===== src/rtl/irtx_pkg.sv =====
package irtx_pkg;

    // width of one duration count
    localparam int PW_W  = 16;
    // duration counter holds the count with two forced-one low bits
    localparam int REM_W = PW_W + 2;
    // carrier phase counter width (period of 16 ticks)
    localparam int PH_W  = 4;

    typedef struct packed {
        logic            level;
        logic [PW_W-1:0] count;
    } pulse_t;

endpackage


===== src/rtl/irtx_tick.sv =====
module irtx_tick
    import irtx_pkg::*;
#(
    parameter int DIV_W = 16
) (
    input  logic             clk,
    input  logic             rst_n,
    input  logic             en,
    input  logic [DIV_W-1:0] divider,
    output logic             tick,
    output logic [PH_W-1:0]  phase
);

    typedef struct packed {
        logic [DIV_W-1:0] cnt;
        logic [PH_W-1:0]  ph;
    } tick_st_t;

    tick_st_t st_q, st_d;

    always_comb begin
        st_d = st_q;
        tick = en && (st_q.cnt >= divider);
        if (!en) begin
            st_d = '0;
        end else if (tick) begin
            st_d.cnt = '0;
            st_d.ph  = st_q.ph + 1'b1;
        end else begin
            st_d.cnt = st_q.cnt + 1'b1;
        end
    end

    assign phase = st_q.ph;

    always_ff @(posedge clk or negedge rst_n) begin
        if (!rst_n) st_q <= '0;
        else        st_q <= st_d;
    end


    tick_restart_chk: assert property (@(posedge clk) disable iff (!rst_n)
        (en && tick) |=> (st_q.cnt == '0));


    phase_step_chk: assert property (@(posedge clk) disable iff (!rst_n)
        (en && tick) |=> (st_q.ph == $past(st_q.ph) + 4'd1));

endmodule


===== src/rtl/irtx_fifo.sv =====
module irtx_fifo
    import irtx_pkg::*;
#(
    parameter int DEPTH = 8
) (
    input  logic                         clk,
    input  logic                         rst_n,
    input  logic                         flush,
    input  logic                         push,
    input  pulse_t                       wdata,
    input  logic                         pop,
    output pulse_t                       rdata,
    output logic                         empty,
    output logic                         full,
    output logic [$clog2(DEPTH+1)-1:0]   fill
);

    localparam int  AW   = (DEPTH > 1) ? $clog2(DEPTH) : 1;
    localparam int  CW   = $clog2(DEPTH + 1);
    localparam bit  POW2 = ((1 << AW) == DEPTH);

    typedef struct packed {
        pulse_t [DEPTH-1:0] mem;
        logic   [AW-1:0]    wp;
        logic   [AW-1:0]    rp;
        logic   [CW-1:0]    fill;
    } fifo_st_t;

    fifo_st_t st_q, st_d;
    logic [AW-1:0] wp_inc, rp_inc;
    logic do_push, do_pop;

    generate
        if (POW2) begin : g_pow2
            assign wp_inc = st_q.wp + 1'b1;
            assign rp_inc = st_q.rp + 1'b1;
        end else begin : g_wrap
            assign wp_inc = (st_q.wp == AW'(DEPTH - 1)) ? '0 : st_q.wp + 1'b1;
            assign rp_inc = (st_q.rp == AW'(DEPTH - 1)) ? '0 : st_q.rp + 1'b1;
        end
    endgenerate

    assign empty = (st_q.fill == '0);
    assign full  = (st_q.fill == CW'(DEPTH));
    assign fill  = st_q.fill;
    assign rdata = st_q.mem[st_q.rp];

    always_comb begin
        st_d    = st_q;
        do_push = push && !full;
        do_pop  = pop && !empty;
        if (flush) begin
            st_d.wp   = '0;
            st_d.rp   = '0;
            st_d.fill = '0;
        end else begin
            if (do_push) begin
                st_d.mem[st_q.wp] = wdata;
                st_d.wp           = wp_inc;
            end
            if (do_pop) begin
                st_d.rp = rp_inc;
            end
            case ({do_push, do_pop})
                2'b10:   st_d.fill = st_q.fill + 1'b1;
                2'b01:   st_d.fill = st_q.fill - 1'b1;
                default: st_d.fill = st_q.fill;
            endcase
        end
    end

    always_ff @(posedge clk or negedge rst_n) begin
        if (!rst_n) st_q <= '0;
        else        st_q <= st_d;
    end


    full_drop_chk: assert property (@(posedge clk) disable iff (!rst_n)
        (full && push && !pop && !flush) |=> $stable(st_q.fill));


    flush_empty_chk: assert property (@(posedge clk) disable iff (!rst_n)
        flush |=> empty);

endmodule


===== src/rtl/irtx_seq.sv =====
module irtx_seq
    import irtx_pkg::*;
(
    input  logic   clk,
    input  logic   rst_n,
    input  logic   en,
    input  logic   tick,
    input  logic   avail,
    input  pulse_t head,
    output logic   pop,
    output logic   active,
    output logic   level
);

    typedef struct packed {
        logic [REM_W-1:0] rem;
        logic             lvl;
        logic             act;
    } seq_st_t;

    seq_st_t st_q, st_d;

    always_comb begin
        st_d = st_q;
        pop  = 1'b0;
        if (!en) begin
            st_d = '0;
        end else if (!st_q.act) begin
            if (avail) begin
                pop      = 1'b1;
                st_d.rem = {head.count, 2'b11};
                st_d.lvl = head.level;
                st_d.act = 1'b1;
            end
        end else if (tick) begin
            if (st_q.rem == '0) begin
                if (avail) begin
                    pop      = 1'b1;
                    st_d.rem = {head.count, 2'b11};
                    st_d.lvl = head.level;
                end else begin
                    st_d.act = 1'b0;
                end
            end else begin
                st_d.rem = st_q.rem - 1'b1;
            end
        end
    end

    assign active = st_q.act;
    assign level  = st_q.lvl;

    always_ff @(posedge clk or negedge rst_n) begin
        if (!rst_n) st_q <= '0;
        else        st_q <= st_d;
    end


    hold_between_ticks_chk: assert property (@(posedge clk) disable iff (!rst_n)
        (en && st_q.act && !tick) |=> $stable(st_q.rem));


    idle_when_drained_chk: assert property (@(posedge clk) disable iff (!rst_n)
        (en && st_q.act && tick && (st_q.rem == '0) && !avail) |=> !st_q.act);

endmodule


===== src/rtl/ir_tx_mod.sv =====
module ir_tx_mod
    import irtx_pkg::*;
#(
    parameter int DEPTH = 8,
    parameter int DIV_W = 16
) (
    input  logic             clk,
    input  logic             rst_n,
    input  logic             tx_enable,
    input  logic             mod_enable,
    input  logic             burst_on_space,
    input  logic             invert_out,
    input  logic             wm_empty,
    input  logic [DIV_W-1:0] divider,
    input  logic [PH_W-1:0]  duty,
    input  logic             push_valid,
    input  logic [PW_W-1:0]  push_count,
    input  logic             push_level,
    output logic             fifo_full,
    output logic             svc_req,
    output logic             busy,
    output logic             ir_out
);

    localparam int CW   = $clog2(DEPTH + 1);
    localparam int HALF = DEPTH / 2;

    logic            tick;
    logic [PH_W-1:0] phase;
    pulse_t          wr_ent, head;
    logic            empty, full, pop, active, level;
    logic [CW-1:0]   fill;
    logic            carrier_hi, burst_lvl, raw_lvl;

    assign wr_ent.level = push_level;
    assign wr_ent.count = push_count;

    irtx_tick #(.DIV_W(DIV_W)) u_tick (
        .clk     (clk),
        .rst_n   (rst_n),
        .en      (tx_enable),
        .divider (divider),
        .tick    (tick),
        .phase   (phase)
    );

    irtx_fifo #(.DEPTH(DEPTH)) u_fifo (
        .clk   (clk),
        .rst_n (rst_n),
        .flush (!tx_enable),
        .push  (push_valid),
        .wdata (wr_ent),
        .pop   (pop),
        .rdata (head),
        .empty (empty),
        .full  (full),
        .fill  (fill)
    );

    irtx_seq u_seq (
        .clk    (clk),
        .rst_n  (rst_n),
        .en     (tx_enable),
        .tick   (tick),
        .avail  (!empty),
        .head   (head),
        .pop    (pop),
        .active (active),
        .level  (level)
    );

    always_comb begin
        carrier_hi = (phase <= duty);
        burst_lvl  = level ^ burst_on_space;
        if (!active)        raw_lvl = 1'b0;
        else if (mod_enable) raw_lvl = burst_lvl && carrier_hi;
        else                raw_lvl = level;
        ir_out    = raw_lvl ^ invert_out;
        busy      = active;
        fifo_full = full;
        if (!tx_enable)    svc_req = 1'b0;
        else if (wm_empty) svc_req = empty;
        else               svc_req = (fill <= CW'(HALF));
    end


    stop_on_disable_chk: assert property (@(posedge clk) disable iff (!rst_n)
        !tx_enable |=> !busy);


    idle_low_chk: assert property (@(posedge clk) disable iff (!rst_n)
        !busy |-> (ir_out == invert_out));

endmodule


===== config.mk =====
export PLATFORM = sky130hd
export DESIGN_NAME = ir_tx_mod
export DESIGN_NICKNAME = d
export VERILOG_FILES = /design/src/rtl/irtx_pkg.sv /design/src/rtl/irtx_tick.sv /design/src/rtl/irtx_fifo.sv /design/src/rtl/irtx_seq.sv /design/src/rtl/ir_tx_mod.sv
export SDC_FILE = /design/constraint.sdc
export NUM_CORES = 1
export LEC_CHECK = 0
export BUFFER_PORTS_ARGS = -buffer_cell sky130_fd_sc_hd__buf_4
export CORE_MARGIN = 1.5
export CORE_UTILIZATION = 40
export CTS_CLUSTER_DIAMETER = 200
export CTS_CLUSTER_SIZE = 14
export DETAILED_ROUTE_END_ITERATION = 10
export RECOVER_POWER = 25
export SETUP_SLACK_MARGIN = 0.02
export SYNTH_ARGS = -nofsm -noshare
export SYNTH_HDL_FRONTEND = slang
export SYNTH_SLANG_ARGS = --single-unit

===== constraint.sdc =====
create_clock -name clk -period 4 [get_ports clk]
set_input_delay 0 -clock clk [delete_from_list [all_inputs] [get_ports clk]]
set_output_delay 0 -clock clk [all_outputs]
set_load 0.005 [all_outputs]

==> flow_metrics.tcl <==
set metrics [dict create \
    hold_viol_final 0 \
    grt_pass1_vias 6353 \
    antenna_cells 0 \
    clock-root-buffer "clkbuf_16" \
    fin_crit_sh 0.914 \
    io_pins 49 \
    drcViolationCount 0 \
    coreArea_sq_um 22800 \
    fin_nets 903 \
    finClkSkew_ns 0.0119 \
    post_synth_num_cell_types 50 \
    tightest_slew_ns 2.10 \
    grt_overflow_total 0 \
    drtIter0Drc 371 \
    synth_ff_type "dfrtp_1" \
    area.growth.synth_to_final_pct 16.8 \
    max_cap_violations 1 \
    clk_path_buf_depth 2 \
    hpwl_um 13000 \
    relSlewSlack -0.402 \
    cts.clk_slew.worst_paths_ns 0.07 \
    gp_congestion 0.848 \
    p_total_uw 6210 \
    rsz0062_at_grt "no" \
    outcome "finished with violations" \
    num-fill-cells 2087 \
    violations "capacitance limit, slew limit" \
    worst-setup-path-type "reg -> reg" \
    grt.total_usage 0.180 \
    worstSetupStartpointType "flip-flop" \
    p_per_area_nw_per_um2 565 \
    synth-seq-cells 186 \
    num_vias 6173 \
    numCtsBuffers 17 \
    min_path_type "in -> out" \
    wl_per_cell_um 17.6 \
    fmax_mhz 273 \
    hold_end "ir_out" \
    post-route-min-period_ns 3.66 \
    ant_nets 0 \
    grt_antenna_before_repair 0 \
    p_leak_uw 0.00505 \
    grt_max_degree 86 \
    finalSetupTns_ns 0 \
    avgSynthCellArea_sq_um 12.4 \
    seq_area_frac_synth 0.495 \
    critPathMaxFanout 7 \
    dieArea_sq_um 24400 \
    io_buffers 48 \
    drt_wl_total_um 20300 \
    insertion_delay_ns 0.43 \
    synth_edf_count 0 \
    grt_pass1_wl_um 33900 \
    first_pass_iters 4 \
    reg2reg_from "u_seq.st_q[2]" \
    cp-end-kind "flip-flop" \
    syn_inst 757 \
    rows 55 \
    async_reset_ff_frac 1.00 \
    synth.cell_area_sq_um 9410 \
    slew_violations 85 \
    r2r_setup_slack_ns 0.34 \
    viasPerCell 5.35 \
    required_ns 4.31 \
    die_h_um 156 \
    layout-drive-gt1-share 0.339 \
    initial_utilization 0.412 \
    r2r-end "u_fifo.fill[3]" \
    worst-r2r-cell-count 14 \
    setup_viol 0 \
    ir_drop_uv 341 \
    yosys_warnings 0 \
    arrival_ns 3.97 \
    final_util 0.481 \
    die_x_um 156 \
    clock_sinks 186 \
    worstHoldStart "invert_out" \
    htreeDepth 4 \
    synth_fp_nets 830 \
    hold_depth 3 \
    cts_tree "done" \
]
## routing by layer
metal	vias up	wire (um)	track usage
met5	-	0	0
met4	0	410	0.0594
met3	20	610	0.0330
met2	107	9720	0.292
met1	3155	9560	0.244
li1	2891	-	-
## registers in the layout, summed over array words and instances, names as in the netlist
register and cells:
u_fifo.fill 4, u_fifo.st_q 142, u_seq.active 1, u_seq.level 1, u_seq.st_q 18, u_tick.phase 4
u_tick.st_q 16
## through the flow
stage                     instances  cell area (sq um)  worst slack, ns  hold slack [ns]
after floorplan                 757               9410            0.529           -0.296
after global placement         1102              10200            0.466            0.120
after detailed placement       1102              10200            0.336            0.112
after CTS                      1152              11000            0.297            0.209
after global routing           1154              11000           0.0359            0.277
final                          1154              11000            0.342            0.265
## power breakdown
group | switching, uW | leakage, uW | internal (uW)
logic | 970 | 0.00230 | 993
registers | 295 | 0.00248 | 2290
clock network | 738 | 0.000263 | 922
## worst max-delay path by stage
stage,start,to,slack (ns),cells after the start
finish,u_seq.st_q[2],u_fifo.fill[3],0.34,14
global route,u_seq.st_q[2],u_fifo.fill[3],0.04,14
CTS,u_seq.st_q[2],u_fifo.fill[3],0.30,14
detailed placement,u_seq.st_q[2],u_fifo.fill[3],0.34,14
global placement,u_seq.st_q[2],u_fifo.fill[3],0.47,14
floorplan,u_seq.st_q[2],u_fifo.fill[3],0.53,14
## cell usage in the layout, fill, tap and decap left out, types with 2 or more instances in the layout
cell type	instances
a211oi_1	2
a21o_1	3
a21oi_1	35
a31oi_1	10
and2_1	3
and3_1	12
buf_4	69
bufinv_16	2
clkbuf_16	17
clkinvlp_4	5
dfrtp_1	185
dlygate4sd3_1	20
ha_1	27
inv_1	41
inv_6	3
mux2_2	141
mux2i_1	14
mux4_2	35
nand2_1	30
nand2b_1	4
nand3_1	19
nand4_1	13
nor2_1	52
nor2b_1	4
nor3_1	9
nor4_1	3
nor4b_4	2
o211ai_1	2
o21ai_0	13
o22ai_1	14
xnor2_1	16
xor2_1	9
## critical path: stages, from the launching register on
cell and delay [ns]:
dfrtp_1 0.39, inv_1 0.11, ha_1 0.24, nor4b_4 0.24
nand4_1 0.20, o31a_1 0.35, nor3_4 0.21, nand2_2 0.16
nor2_1 0.26, ha_1 0.29, a21o_1 0.18, a21o_1 0.20
and2_1 0.15, mux4_2 0.43, o2bb2ai_1 0.14
## final cells by class
| class | instances | area [sq um] | area share |
|---|---|---|---|
| Clock buffer | 18 | 429 | 0.0391 |
| Tap cell | 313 | 392 | 0.0356 |
| Timing Repair Buffer | 91 | 743 | 0.0676 |
| Sequential cell | 186 | 4660 | 0.424 |
| Inverter | 42 | 158 | 0.0143 |
| Clock inverter | 12 | 140 | 0.0128 |
| Multi-Input combinational cell | 492 | 4470 | 0.407 |
## cells by family (layout without fill, tap and decap cells)
logic type | after synthesis | in the layout | share of synthesized area
flip-flops | 186 | 186 | 0.495
multiplexers | 190 | 190 | 0.267
AND/OR/NAND/NOR | 161 | 161 | 0.0883
buffers and inverters | 79 | 163 | 0.0323
AO/OA/AOI/OAI | 88 | 88 | 0.0557
XOR/XNOR | 25 | 25 | 0.0233
adder cells (fa/ha/maj) | 28 | 28 | 0.0380
## synthesized netlist by cell type (all sizes together), types with 2 or more instances
library cell  instances  area, sq um
o22ai                14         87.6
inv                  41          154
a21oi                35          175
nor2                 52          195
ha                   27          338
a31oi                10         62.6
and3                 12         75.1
nand4                13         81.3
xnor2                16          140
nor4                  5         43.8
clkbuf               28          105
dfrtp               186         4650
xor2                  9         78.8
nor4b                 2         38.8
nand2b                4         25.0
mux2i                14          140
mux2                141         1590
a21o                  3         22.5
nor3                 10         61.3
mux4                 35          788
o211ai                2         15.0
o21ai                13         65.1
a211oi                2         15.0
nor2b                 4         25.0
nand3                19         95.1
and2                  3         18.8
buf                   9         41.3
nand2                31          119
## repair_timing
item / in CTS / in global routing
resized for setup: 0 / 0
hold buffers: 20 / 0
hold endpoints to repair: 225 / 0
endpoints found under the setup margin: 0 / 1
setup buffers: 0 / 2
(Power assumes the default switching activity.)
